File: config.mk
export PLATFORM = sky130hd
export DESIGN_NAME = bridge_bell_irq
export DESIGN_NICKNAME = d
export VERILOG_FILES = /design/src/rtl/bell_pkg.sv /design/src/rtl/bell_reg_bank.sv /design/src/rtl/bell_msg_fsm.sv /design/src/rtl/bridge_bell_irq.sv
export SDC_FILE = /design/constraint.sdc
export NUM_CORES = 1
export LEC_CHECK = 0
export BUFFER_PORTS_ARGS = -buffer_cell sky130_fd_sc_hd__buf_4
export CELL_PAD_IN_SITES_DETAIL_PLACEMENT = 0
export CELL_PAD_IN_SITES_GLOBAL_PLACEMENT = 2
export CORE_MARGIN = 4
export CORE_UTILIZATION = 29
export DETAILED_ROUTE_END_ITERATION = 8
export HOLD_SLACK_MARGIN = 0.1
export PLACE_DENSITY_LB_ADDON = 0.3
export SYNTH_ARGS = -nofsm -noshare
export SYNTH_HDL_FRONTEND = slang
export SYNTH_SLANG_ARGS = --single-unit
File: constraint.sdc
create_clock -name clk -period 2.5 [get_ports clk]
set_input_delay 0.5 -clock clk [delete_from_list [all_inputs] [get_ports clk]]
set_output_delay 0.5 -clock clk [all_outputs]
set_load 0.05 [all_outputs]
File: src/rtl/bell_pkg.sv
`timescale 1ns/1ps
package bell_pkg;
    localparam int DB_BITS   = 16;
    localparam int LINK_BITS = 4;

    // host register index; values are decoded by the top module
    typedef enum logic [2:0] {
        A_DB_STAT  = 3'd0,
        A_DB_CLR   = 3'd1,
        A_MSK_SET  = 3'd2,
        A_MSK_CLR  = 3'd3,
        A_LNK_STAT = 3'd4,
        A_LNK_MSK  = 3'd5
    } reg_idx_e;

    typedef enum logic [1:0] {
        M_QUIET = 2'd0,
        M_FIRE  = 2'd1,
        M_HOLD  = 2'd2
    } msg_state_e;
endpackage

File: src/rtl/bell_reg_bank.sv
`timescale 1ns/1ps
module bell_reg_bank #(
    parameter int          W        = 16,
    parameter logic [W-1:0] MASK_RST = '0
) (
    input  logic         clk,
    input  logic         rst_n,
    input  logic [W-1:0] set_bits,
    input  logic [W-1:0] clr_bits,
    input  logic [W-1:0] msk_set,
    input  logic [W-1:0] msk_clr,
    input  logic         msk_load_en,
    input  logic [W-1:0] msk_load,
    output logic [W-1:0] status,
    output logic [W-1:0] mask
);
    logic [W-1:0] status_nxt;
    logic [W-1:0] mask_nxt;

    always_comb begin
        // set applied after clear: a coinciding set survives
        status_nxt = (status & ~clr_bits) | set_bits;
        if (msk_load_en)
            mask_nxt = msk_load;
        else
            mask_nxt = (mask | msk_set) & ~msk_clr;
    end

    always_ff @(posedge clk) begin
        if (!rst_n) begin
            status <= '0;
            mask   <= MASK_RST;
        end else begin
            status <= status_nxt;
            mask   <= mask_nxt;
        end
    end

    // bits named by a set are present after the edge
    p_set_wins_r5: assert property (@(posedge clk) disable iff (!rst_n)
        (|set_bits) |=> ((status & $past(set_bits)) == $past(set_bits)));

    // mask traffic alone leaves status alone
    p_mask_keeps_status_r4: assert property (@(posedge clk) disable iff (!rst_n)
        ((set_bits == '0) && (clr_bits == '0)) |=> $stable(status));
endmodule

File: src/rtl/bell_msg_fsm.sv
`timescale 1ns/1ps
module bell_msg_fsm
    import bell_pkg::*;
#(
    parameter int W = 20
) (
    input  logic         clk,
    input  logic         rst_n,
    input  logic [W-1:0] status,
    input  logic [W-1:0] eff,
    output logic         irq_msg
);
    msg_state_e   state, state_nxt;
    logic [W-1:0] eff_prev;
    logic         new_vis;
    logic         part_clr;
    logic         trig;

    always_comb begin
        new_vis  = |(eff & ~eff_prev);
        // a previously visible bit whose status dropped (not merely masked)
        part_clr = (|(eff_prev & ~status)) && (|eff);
        trig     = new_vis || part_clr;
    end

    always_comb begin
        state_nxt = state;
        unique case (state)
            M_QUIET: state_nxt = trig ? M_FIRE : M_QUIET;
            M_FIRE,
            M_HOLD:  state_nxt = trig ? M_FIRE : ((|eff) ? M_HOLD : M_QUIET);
            default: state_nxt = M_QUIET;
        endcase
    end

    always_ff @(posedge clk) begin
        if (!rst_n) begin
            state    <= M_QUIET;
            eff_prev <= '0;
        end else begin
            state    <= state_nxt;
            eff_prev <= eff;
        end
    end

    always_comb irq_msg = (state == M_FIRE);

    // a newly visible bit yields a pulse on the next cycle
    p_new_bit_fires_r9: assert property (@(posedge clk) disable iff (!rst_n)
        (|(eff & ~eff_prev)) |=> irq_msg);

    // nothing visible means no pulse follows
    p_empty_no_pulse_r10: assert property (@(posedge clk) disable iff (!rst_n)
        (eff == '0) |=> !irq_msg);

    // a pulse always has a visible cause one cycle earlier
    p_pulse_needs_pending_r11: assert property (@(posedge clk) disable iff (!rst_n)
        irq_msg |-> $past(|eff));
endmodule

File: src/rtl/bridge_bell_irq.sv
`timescale 1ns/1ps
module bridge_bell_irq
    import bell_pkg::*;
#(
    parameter int DATA_W = 32,
    parameter int DB_W   = DB_BITS,
    parameter int LNK_W  = LINK_BITS
) (
    input  logic              clk,
    input  logic              rst_n,
    input  logic              host_wr,
    input  logic [2:0]        host_addr,
    input  logic [DATA_W-1:0] host_wdata,
    output logic [DATA_W-1:0] host_rdata,
    input  logic              peer_set,
    input  logic [DATA_W-1:0] peer_data,
    input  logic [LNK_W-1:0]  link_event,
    output logic              irq_level,
    output logic              irq_msg
);
    localparam int ALL_W = DB_W + LNK_W;

    logic [DB_W-1:0]  db_set, db_clr, db_mset, db_mclr, db_st, db_mk;
    logic [LNK_W-1:0] ln_clr, ln_st, ln_mk;
    logic             ln_load;
    logic [ALL_W-1:0] all_st, all_eff;
    logic             unused_hi;

    assign unused_hi = ^{host_wdata[DATA_W-1:DB_W], peer_data[DATA_W-1:DB_W]};

    always_comb begin
        db_set  = peer_set ? peer_data[DB_W-1:0] : '0;
        db_clr  = (host_wr && host_addr == A_DB_CLR)   ? host_wdata[DB_W-1:0]  : '0;
        db_mset = (host_wr && host_addr == A_MSK_SET)  ? host_wdata[DB_W-1:0]  : '0;
        db_mclr = (host_wr && host_addr == A_MSK_CLR)  ? host_wdata[DB_W-1:0]  : '0;
        ln_clr  = (host_wr && host_addr == A_LNK_STAT) ? host_wdata[LNK_W-1:0] : '0;
        ln_load = host_wr && (host_addr == A_LNK_MSK);
    end

    bell_reg_bank #(.W(DB_W), .MASK_RST('0)) u_db (
        .clk(clk), .rst_n(rst_n),
        .set_bits(db_set), .clr_bits(db_clr),
        .msk_set(db_mset), .msk_clr(db_mclr),
        .msk_load_en(1'b0), .msk_load('0),
        .status(db_st), .mask(db_mk)
    );

    bell_reg_bank #(.W(LNK_W), .MASK_RST('1)) u_link (
        .clk(clk), .rst_n(rst_n),
        .set_bits(link_event), .clr_bits(ln_clr),
        .msk_set('0), .msk_clr('0),
        .msk_load_en(ln_load), .msk_load(host_wdata[LNK_W-1:0]),
        .status(ln_st), .mask(ln_mk)
    );

    always_comb begin
        all_st    = {ln_st, db_st};
        all_eff   = {ln_st & ~ln_mk, db_st & ~db_mk};
        irq_level = |all_eff;
    end

    bell_msg_fsm #(.W(ALL_W)) u_msg (
        .clk(clk), .rst_n(rst_n),
        .status(all_st), .eff(all_eff),
        .irq_msg(irq_msg)
    );

    always_comb begin
        host_rdata = '0;
        case (host_addr)
            A_DB_STAT, A_DB_CLR:  host_rdata[DB_W-1:0]  = db_st;
            A_MSK_SET, A_MSK_CLR: host_rdata[DB_W-1:0]  = db_mk;
            A_LNK_STAT:           host_rdata[LNK_W-1:0] = ln_st;
            A_LNK_MSK:            host_rdata[LNK_W-1:0] = ln_mk;
            default:              host_rdata = '0;
        endcase
    end

    // nothing ever appears above the doorbell width
    p_upper_zero_r1: assert property (@(posedge clk) disable iff (!rst_n)
        host_rdata[DATA_W-1:DB_W] == '0);

    // the level output tracks a pending, unmasked link event
    p_link_level_r6: assert property (@(posedge clk) disable iff (!rst_n)
        (|(ln_st & ~ln_mk)) |-> irq_level);
endmodule

# Yosys cells after proc, flatten, opt, wreduce, memory -nomap -nowiden
# Index checks and enable logic that the tools add are counted.
# Widths: inputs -> output; s select.
totals:
  out_inout_bits: 34
  reg_bits: 62
  wordCells: 56
  input_bits: 75
classes:
  bitwise_logic: 17
  n_eq_ne: 7
  muxes: 11
  n_reduce_logical: 15
ops:
  columns: ["cell", "count"]
  rows:
  - ["$mux 16", 4]
  - ["$reduce_or 20->1", 3]
  - ["$and 16x16->16", 3]
  - ["$not 16->16", 3]
  - ["$and 20x20->20", 2]
  - ["$not 20->20", 2]
  - ["$or 16x16->16", 2]
  - ["$pmux 12 s2", 1]
  - ["$pmux 4 s4", 1]
  - ["$and 4x4->4", 2]
  - ["$not 4->4", 2]
  - ["$eq 3x2->1 const B", 2]
  - ["$eq 3x3->1 const B", 2]
  - ["$logic_and 1x1->1", 6]
  - ["$reduce_or 2->1", 3]
  - ["$mux 2", 2]
  - ["$mux 4", 1]
  - ["$or 4x4->4", 1]
  - ["$pmux 2 s2", 1]
  - ["$eq 3x1->1 const B", 1]
  - ["$logic_not 3->1", 1]
  - ["$eq 2x1->1 const B", 1]
  - ["$eq 2x2->1 const B", 1]
  - ["$logic_not 2->1", 1]
  - ["other kinds (2)", 2]

# Longest topological paths before layout
# Gate-level depths: netlist (run 1).
logic_depth:
  word_depth: 7
  mapped_depth: 9
  mapped_depth_nobuf: 6

# Modules after synthesis
# From an unflattened synthesis (run 1), not the netlist that was laid out.
unflattened:
  cells_unflattened: 436
  hier_area_um2: 3771.1
modules_own_cells:
  columns: ["mod", "seq_area_each_um2", "instances", "area_per_inst_um2", "cells_per_inst"]
  rows:
  - ["bell_reg_bank (u_db)", 640.6, 1, 1333.8, 134]
  - ["bridge_bell_irq", 0.0, 1, 1136.1, 164]
  - ["bell_msg_fsm", 440.4, 1, 1021.0, 110]
  - ["bell_reg_bank (u_link)", 160.2, 1, 280.3, 28]

# Worst setup path after synthesis (run 1)
# OpenSTA, ideal clock, no wires.
synth_timing:
  path_type: "input -> output"
  start: "input port host_addr[0]"
  end: "output port host_rdata[0]"
  required_time_ns: 2.000
  arrival_ns: 2.271
  n_path_buf: 2
  setup_slack_ns: -0.271
  path_stages: 6
  cell_sequence: "buf_2 > clkbuf_1 > nand2_1 > o211ai_1 > o21ai_0 > o21ai_0"
synth_via:
  elab_chain_len: 3
  word_cells_on_any_way: 9
  cone_classes: "5 x eq/ne; 1 x mux; 3 x reduce/logical"
synth_rtl:
  columns: ["item", "line_no", "text"]
  rows:
  - ["start, declared", "bridge_bell_irq.sv:12", "input logic [2:0] host_addr,"]
  - ["$eq 3x2->1 (tied with other cells)", "bridge_bell_irq.sv:70", "case (host_addr)"]
  - ["$reduce_or 2->1", "bridge_bell_irq.sv:70", null]
  - ["$pmux 4 s4 (*)", "bridge_bell_irq.sv:70", null]
  - ["end, declared", "bridge_bell_irq.sv:14", "output logic [DATA_W-1:0] host_rdata,"]
# Every way passes the cells marked *; elsewhere a longest branch is shown, timed or not.

# Worst setup path after layout (run 1)
layout_timing:
  start: "register u_db.status[14]"
  end: "output port irq_level"
layout_via:
  elab_chain_len: 2
layout_rtl:
  columns: ["item", "line_no", "text"]
  rows:
  - ["start, declared", "bell_reg_bank.sv:14", "output logic [W-1:0] status,"]
  - ["start signal, assigned", "bell_reg_bank.sv:34", "status <= status_nxt;"]
  - ["$and 16x16->16", "bridge_bell_irq.sv:58", "all_eff = {ln_st & ~ln_mk, db_st & ~db_mk};"]
  - ["$reduce_or 20->1", "bridge_bell_irq.sv:59", "irq_level = |all_eff;"]
  - ["end, declared", "bridge_bell_irq.sv:18", "output logic irq_level,"]
# Every way passes these cells.

==> results of run 1 <==
==> stage by stage <==
stage | instance area [um2] | hold WS (ns) | setup slack (ns) | power, uW
2_1_floorplan | 3040 | 0.443 | -0.0490 | 1380
5_1_grt | 3740 | 0.375 | 0.0446 | 2690
3_3_place_gp | 3490 | 0.473 | 0.432 | 1510
6_report | 3740 | 0.365 | 0.184 | 2570
3_5_place_dp | 3490 | 0.474 | 0.419 | 1510
4_1_cts | 3740 | 0.351 | 0.186 | 2600
==> routing by layer <==
| layer | vias to the layer above | wire length [um] | GRT usage |
|---|---|---|---|
| li1 | 1360 | - | - |
| met1 | 1264 | 4430 | 0.217 |
| met2 | 72 | 4030 | 0.241 |
| met3 | 7 | 391 | 0.0388 |
| met4 | 0 | 72 | 0.0321 |
| met5 | - | 0 | 0 |
==> flip-flops by register name, summed over array words and instances, names as in the netlist <==
signal	count
u_msg.eff_prev	20
u_db.status	16
u_link.mask	4
u_msg.state	2
u_db.mask	16
u_link.status	4
==> synthesized netlist by cell type (all sizes together), types with 2 or more instances <==
| cell type | count |
|---|---|
| o21ai | 8 |
| nor3 | 5 |
| a21oi | 27 |
| nor2 | 83 |
| nor4b | 2 |
| inv | 20 |
| o22ai | 11 |
| mux2i | 19 |
| nor2b | 6 |
| ha | 3 |
| o2111ai | 3 |
| nand2b | 21 |
| a22oi | 13 |
| clkbuf | 11 |
| a221oi | 2 |
| buf | 24 |
| and2 | 3 |
| nand2 | 45 |
| nor4 | 3 |
| dfxtp | 62 |
| nand4 | 4 |
==> power by group through the flow <==
stage / clock (uW) / sequential (uW) / combinational, uW
after global placement: 0 / 1090 / 414
after global routing: 1160 / 1080 / 449
after floorplan: 0 / 1080 / 304
after CTS: 1110 / 1070 / 415
after detailed placement: 0 / 1090 / 414
final: 1090 / 1070 / 415
==> worst min-delay path, stage by stage <==
cell and delay (ns):
sky130_fd_sc_hd__buf_4 0.08, sky130_fd_sc_hd__a21oi_1 0.03, sky130_fd_sc_hd__nor2_1 0.07
==> worst max-delay path by stage <==
stage	start	endpoint	slack, ns	depth (start not counted)
final	u_db.status[14]	irq_level	0.18	6
after global routing	u_db.mask[10]	irq_level	0.04	6
after CTS	u_db.status[14]	irq_level	0.19	6
after detailed placement	host_addr[0]	host_rdata[1]	0.42	6
after global placement	host_addr[0]	host_rdata[1]	0.43	6
after floorplan	host_addr[1]	host_rdata[1]	-0.05	3
==> cells by family after synthesis <==
kind of cell             share of synthesized area
AO/OA/AOI/OAI                                0.141
multiplexers                                0.0638
AND/OR/NAND/NOR                              0.272
adder cells (fa/ha/maj)                     0.0126
other                                      0.00126
flip-flops                                   0.416
buffers and inverters                       0.0935
==> layout make-up <==
type                            count  area share
Inverter                           20      0.0201
Sequential cell                    62       0.332
Tap cell                          133      0.0445
Clock buffer                       10      0.0368
Timing Repair Buffer               64       0.132
Clock inverter                      6      0.0291
Multi-Input combinational cell    283       0.406
==> results.md, run 1 <==
## Status
* **outcome** finished clean

## Placement
* **GPL Wtd Cong** 0.834
* **number of placed cells counting well taps** 562
* **HPWL Detailed** 6530 um
* **count of input and output buffers** 60

## Cells and area
* **share of cells above drive strength 1** 0.187
* **multi-input gate area in the final layout** 1520 um2
* **Diodes inserted** 0
* **Area Overhead vs Synth** 25.4%
* **Final Instance Count excl. Fillers** 578
* **commonest cells after routing, fill and taps aside** sky130_fd_sc_hd__nor2_1, sky130_fd_sc_hd__buf_4, sky130_fd_sc_hd__dfxtp_1
* **number of nets in the final layout** 518
* **final-layout fill cell count** 1,055
* **sequential cell area** 1240 um2
* **end-of-flow core utilization** 0.378
* **most common cell after layout, fill and taps aside** sky130_fd_sc_hd__nor2_1

## Power
* **combinational power share** 0.161
* **relative contribution of the clock network to total power** 0.422
* **fraction of power spent switching nets** 0.274
* **power density over the cells** 688 nW/um2
* **leakage** 0.00161 uW
* **switching power** 706 uW
* **Internal Pwr Total** 1870 uW
* **Peak VDD IR** 0.281 mV
* **sequential group share of total power** 0.416

## Critical path
* **slowest library cell on the worst path** sky130_fd_sc_hd__dfxtp_1
* **reg-to-reg slack, setup** 0.60 ns
* **terminus of the critical flop-to-flop path** u_msg.state[0]
* **biggest cell delay along the critical path** 0.32 ns
* **worst endpoint required time** 2.00 ns
* **WP buf/inv** 2
* **kind of cell adding the most delay to the critical path** simple AND/OR/NAND/NOR gates
* **reg2reg start** u_db.mask[2]
* **worst path cell trace** nor2b_1, nor4b_2, nand4_1, nor4_4, inv_1, buf_4
* **launching element type of the critical path** flip-flop
* **Data arrival, critical path** 1.82 ns
* **largest fanout of any net on the critical path** 3
* **number of cell instances on the worst register-to-register path** 6
* **Worst Setup Path Type** reg2out
* **Worst setup EP type** output port

## Worst hold path
* **class of the most critical hold timing path** in2reg
* **worst hold path depth** 3
* **capture endpoint of the worst hold path** u_link.status[3]
* **Hold Crit Start** link_event[3]

## Clocking
* **number of clock buffers inserted by TritonCTS** 9
* **clock tree root driver cell** sky130_fd_sc_hd__clkbuf_8
* **clock edge transition at the registers on the reported setup and hold paths** 0.07 ns
* **maximum level of the CTS H-tree** 3
* **Post-CTS Hold Fix Bufs** 0
* **cts repair resizes** 0
* **clock insertion delay at the later pin of the skew report** 0.34 ns
* **TritonCTS clock tree** done
* **Setup Fix Bufs, Post-CTS** 0
* **number of clock sinks** 62
* **Max clock buf depth** 2

## Timing
* **number of slew-limit violations in the final report** 0
* **final-layout setup total negative slack** 0 ns
* **clock period minus worst slack** 2.32 ns
* **count of final hold-check violations** 0
* **top achievable clock speed** 432 MHz
* **Clock Skews** 0.00639 ns
* **Final setup viols** 0
* **RSZ-0062 raised after global routing** no
* **Final Cycle Share** 0.927

## Floorplanning
* **core box area** 9910 um2
* **overall die height** 109 um
* **total number of placement rows** 36
* **starting density of the core** 0.301
* **number of top-level pins** 109
* **horizontal die dimension** 109 um
* **area of the die** 12,000 um2

## Detailed routing
* **DR vias** 2,703
* **Avg WL per Cell** 15.4 um
* **Remaining DRCs** 0
* **Detailed Route WL** 8920 um
* **number of iterations in the first detailed-routing pass** 4
* **average via count per standard cell** 4.68
* **count of routing violations after the opening detailed-route iteration** 146
* **ANT nets after route** 0

## Global route
* **maximum number of pins on one net before global-route repair** 29
* **global-route usage over all layers** 0.155
* **antenna violations before repair** 0
* **global-route wire length before repair** 14,000 um
* **number of global-route vias before repair** 2,540
* **grt ovf** 0

## Yosys
* **Post-Synthesis Cells** 385
* **Ys Warns** 0
* **Synth async-reset ratio** 0
* **primary flip-flop cell chosen by synthesis mapping** sky130_fd_sc_hd__dfxtp_1
* **netlist area before placement** 2980 um2
* **cell types with the largest area share after synthesis** sky130_fd_sc_hd__dfxtp_1, sky130_fd_sc_hd__nor2_1, sky130_fd_sc_hd__mux2i_1
* **Unique masters post-synth** 37
* **cell taking the most area after synthesis** sky130_fd_sc_hd__dfxtp_1
* **proportion of synthesized chip area in sequential cells** 0.416
* **number of enable-type register cells in the synthesized netlist** 0
* **post-synth top area share** 0.416
* **average footprint of a synthesized cell** 7.75 um2
* **count of state elements after synthesis** 62

## Job
* **count of maximum capacitance violations** 0

(Power assumes the default switching activity.)
==> inputs of run 2 (changes only) <==
--- a/config.mk
+++ b/config.mk
@@ -5,11 +5,12 @@
 export SDC_FILE = /design/constraint.sdc
 export NUM_CORES = 1
 export LEC_CHECK = 0
+export ABC_AREA = 1
 export BUFFER_PORTS_ARGS = -buffer_cell sky130_fd_sc_hd__buf_4
 export CELL_PAD_IN_SITES_DETAIL_PLACEMENT = 0
 export CELL_PAD_IN_SITES_GLOBAL_PLACEMENT = 2
 export CORE_MARGIN = 4
-export CORE_UTILIZATION = 29
+export CORE_UTILIZATION = 28
 export DETAILED_ROUTE_END_ITERATION = 8
 export HOLD_SLACK_MARGIN = 0.1
 export PLACE_DENSITY_LB_ADDON = 0.3
==> results.md, run 2 <==
## Status
* **outcome** finished clean, unchanged

## Yosys
* **Ys Warns** 0, unchanged
* **Unique masters post-synth** 22, was 37
* **average footprint of a synthesized cell** 6.77 um2, was 7.75 um2
* **Post-Synthesis Cells** 447, was 385
* **post-synth top area share** 0.410, was 0.416
* **primary flip-flop cell chosen by synthesis mapping** sky130_fd_sc_hd__dfxtp_1, unchanged
* **cell types with the largest area share after synthesis** sky130_fd_sc_hd__dfxtp_1, sky130_fd_sc_hd__nand2_1, sky130_fd_sc_hd__inv_1, was sky130_fd_sc_hd__dfxtp_1, sky130_fd_sc_hd__nor2_1, sky130_fd_sc_hd__mux2i_1
* **cell taking the most area after synthesis** sky130_fd_sc_hd__dfxtp_1, unchanged
* **Synth async-reset ratio** 0, unchanged
* **count of state elements after synthesis** 62, unchanged
* **number of enable-type register cells in the synthesized netlist** 0, unchanged
* **top cell types by occurrence after synthesis** sky130_fd_sc_hd__nand2_1, sky130_fd_sc_hd__inv_1, sky130_fd_sc_hd__dfxtp_1, was sky130_fd_sc_hd__nor2_1, sky130_fd_sc_hd__dfxtp_1, sky130_fd_sc_hd__nand2_1
* **netlist area before placement** 3020 um2, was 2980 um2
* **most frequently used cell type in the post-synthesis netlist** sky130_fd_sc_hd__nand2_1, was sky130_fd_sc_hd__nor2_1
* **proportion of synthesized chip area in sequential cells** 0.410, was 0.416

## Placement
* **HPWL Detailed** 6520 um, was 6530 um
* **placed cell areas** 3560 um2, was 3490 um2
* **GPL Wtd Cong** 0.806, was 0.834
* **count of input and output buffers** 60, unchanged

## Clocking
* **Max clock buf depth** 2, unchanged
* **number of clock buffers inserted by TritonCTS** 9, unchanged
* **clock tree root driver cell** sky130_fd_sc_hd__clkbuf_8, unchanged
* **clock insertion delay at the later pin of the skew report** 0.34 ns, about the same
* **number of clock sinks** 62, unchanged
* **clock edge transition at the registers on the reported setup and hold paths** 0.07 ns, about the same
* **cts repair resizes** 0, unchanged
* **maximum level of the CTS H-tree** 3, unchanged
* **Setup Fix Bufs, Post-CTS** 0, unchanged
* **TritonCTS clock tree** done, unchanged
* **Post-CTS Hold Fix Bufs** 0, unchanged

## Cells and area
* **most common cell after layout, fill and taps aside** sky130_fd_sc_hd__nand2_1, was sky130_fd_sc_hd__nor2_1
* **Top reg by flops** u_msg.eff_prev, unchanged
* **commonest cells after routing, fill and taps aside** sky130_fd_sc_hd__nand2_1, sky130_fd_sc_hd__inv_1, sky130_fd_sc_hd__buf_4, was sky130_fd_sc_hd__nor2_1, sky130_fd_sc_hd__buf_4, sky130_fd_sc_hd__dfxtp_1
* **Finished Cell Area** 3730 um2, was 3740 um2
* **Area Overhead vs Synth** 23.4%, was 25.4%
* **Regs by FF count** u_msg.eff_prev: 20 flops, u_db.mask: 16 flops, u_db.status: 16 flops, unchanged
* **share of cells above drive strength 1** 0.164, was 0.187
* **number of nets in the final layout** 586, was 518
* **flip-flop count of the largest register after layout** 20, unchanged
* **Diodes inserted** 0, unchanged

## Detailed routing
* **Avg WL per Cell** 13.4 um, was 15.4 um
* **ANT nets after route** 0, unchanged
* **Detailed Route WL** 8730 um, was 8920 um
* **Remaining DRCs** 0, unchanged
* **DR vias** 2,856, was 2,703
* **number of iterations in the first detailed-routing pass** 4, unchanged
* **count of routing violations after the opening detailed-route iteration** 137, was 146
* **average via count per standard cell** 4.40, was 4.68

## Timing
* **worst-case hold slack** 0.389 ns, was 0.365 ns
* **count of final hold-check violations** 0, unchanged
* **number of slew-limit violations in the final report** 0, unchanged
* **RSZ-0062 raised after global routing** no, unchanged
* **top achievable clock speed** 483 MHz, was 432 MHz
* **Clock Skews** 0.0111 ns, was 0.00639 ns
* **Max transition margin** 0.533
* **Final Cycle Share** 0.829, was 0.927
* **transition time at the pin with the least slew margin** 0.699 ns
* **clock period minus worst slack** 2.07 ns, was 2.32 ns
* **final-layout setup total negative slack** 0 ns, unchanged
* **Final setup viols** 0, unchanged

## Critical path
* **Data arrival, critical path** 1.57 ns, was 1.82 ns
* **largest fanout of any net on the critical path** 11, was 3
* **origin of the worst setup path** host_addr[2], was u_db.status[14]
* **Worst setup EP type** output port, unchanged
* **worst endpoint required time** 2.00 ns, about the same
* **Worst Setup Path Type** in2out, was reg2out
* **launching element type of the critical path** input pin, was flip-flop
* **reg2reg start** u_db.status[10], was u_db.mask[2]

## Power
* **leakage** 0.00173 uW, was 0.00161 uW
* **Peak VDD IR** 0.208 mV, was 0.281 mV
* **power density over the cells** 607 nW/um2, was 688 nW/um2

## Global route
* **global-route wire length before repair** 14,200 um, was 14,000 um
* **global-route usage over all layers** 0.143, was 0.155
* **antenna violations before repair** 0, unchanged
* **grt ovf** 0, unchanged
* **number of global-route vias before repair** 2,799, was 2,540
* **maximum number of pins on one net before global-route repair** 58, was 29

## Floorplanning
* **total number of placement rows** 37, was 36
* **overall die height** 112 um, was 109 um
* **horizontal die dimension** 112 um, was 109 um
* **number of top-level pins** 109, unchanged
* **starting density of the core** 0.290, was 0.301
* **area of the die** 12,500 um2, was 12,000 um2
* **core box area** 10,400 um2, was 9910 um2

## Worst hold path
* **Hold Crit Start** host_wdata[2], was link_event[3]
* **class of the most critical hold timing path** in2reg, unchanged

## Job
* **count of maximum capacitance violations** 0, unchanged

run 2: area by class of cell:
class | instances | area (um2)
fill | 1190 | 6680
clock buffer | 9 | 124
inverter | 73 | 274
multi-input combinational | 298 | 1380
timing repair buffer | 64 | 493
clock inverter | 7 | 50.0
sequential | 62 | 1240
tap | 136 | 170
run 2: where the power goes:
part           internal (uW)  total [uW]  switching, uW
clock network            360         781            421
logic                    140         419            279
registers               1030        1060           32.9
total                   1530        2260            732
run 2: worst paths after layout:
path,endpoint,slack [ns],depth (start not counted)
worst max-delay path,host_rdata[14],0.43,6
worst min-delay path,u_link.mask[2],0.39,3
worst max register to register,u_msg.state[1],1.27,10
worst min register to register,u_db.status[2],0.50,2
run 2: cell families after synthesis:
family | share of synthesized area
AO/OA/AOI/OAI | 0.189
adder cells (fa/ha/maj) | 0.0124
buffers and inverters | 0.152
flip-flops | 0.410
other | 0.00124
AND/OR/NAND/NOR | 0.235
run 2: stage by stage:
step | setup slack [ns] | std cells | utilization | total power, uW
global route | 0.327 | 649 | 0.358 | 2390
global placement | 0.445 | 633 | 0.342 | 1510
detailed placement | 0.454 | 633 | 0.342 | 1510
finish | 0.428 | 649 | 0.358 | 2260
CTS | 0.445 | 649 | 0.358 | 2300
floorplan | 0.139 | 462 | - | 1380
run 2: worst max-delay path: stages:
cell and delay (ns):
sky130_fd_sc_hd__buf_4 0.13, sky130_fd_sc_hd__nor2_4 0.12, sky130_fd_sc_hd__inv_1 0.13, sky130_fd_sc_hd__buf_4 0.21, sky130_fd_sc_hd__o21ai_0 0.22, sky130_fd_sc_hd__buf_4 0.24
run 2: metal layers:
metal | GRT usage | routed length, um | share of wire | up-vias
met1 | 0.190 | 4220 | 0.48 | 1266
met2 | 0.227 | 3970 | 0.45 | 65
met4 | 0.0479 | 134 | 0.015 | 0
li1 | - | - | - | 1511
met5 | 0 | 0 | 0 | -
met3 | 0.0337 | 406 | 0.047 | 14
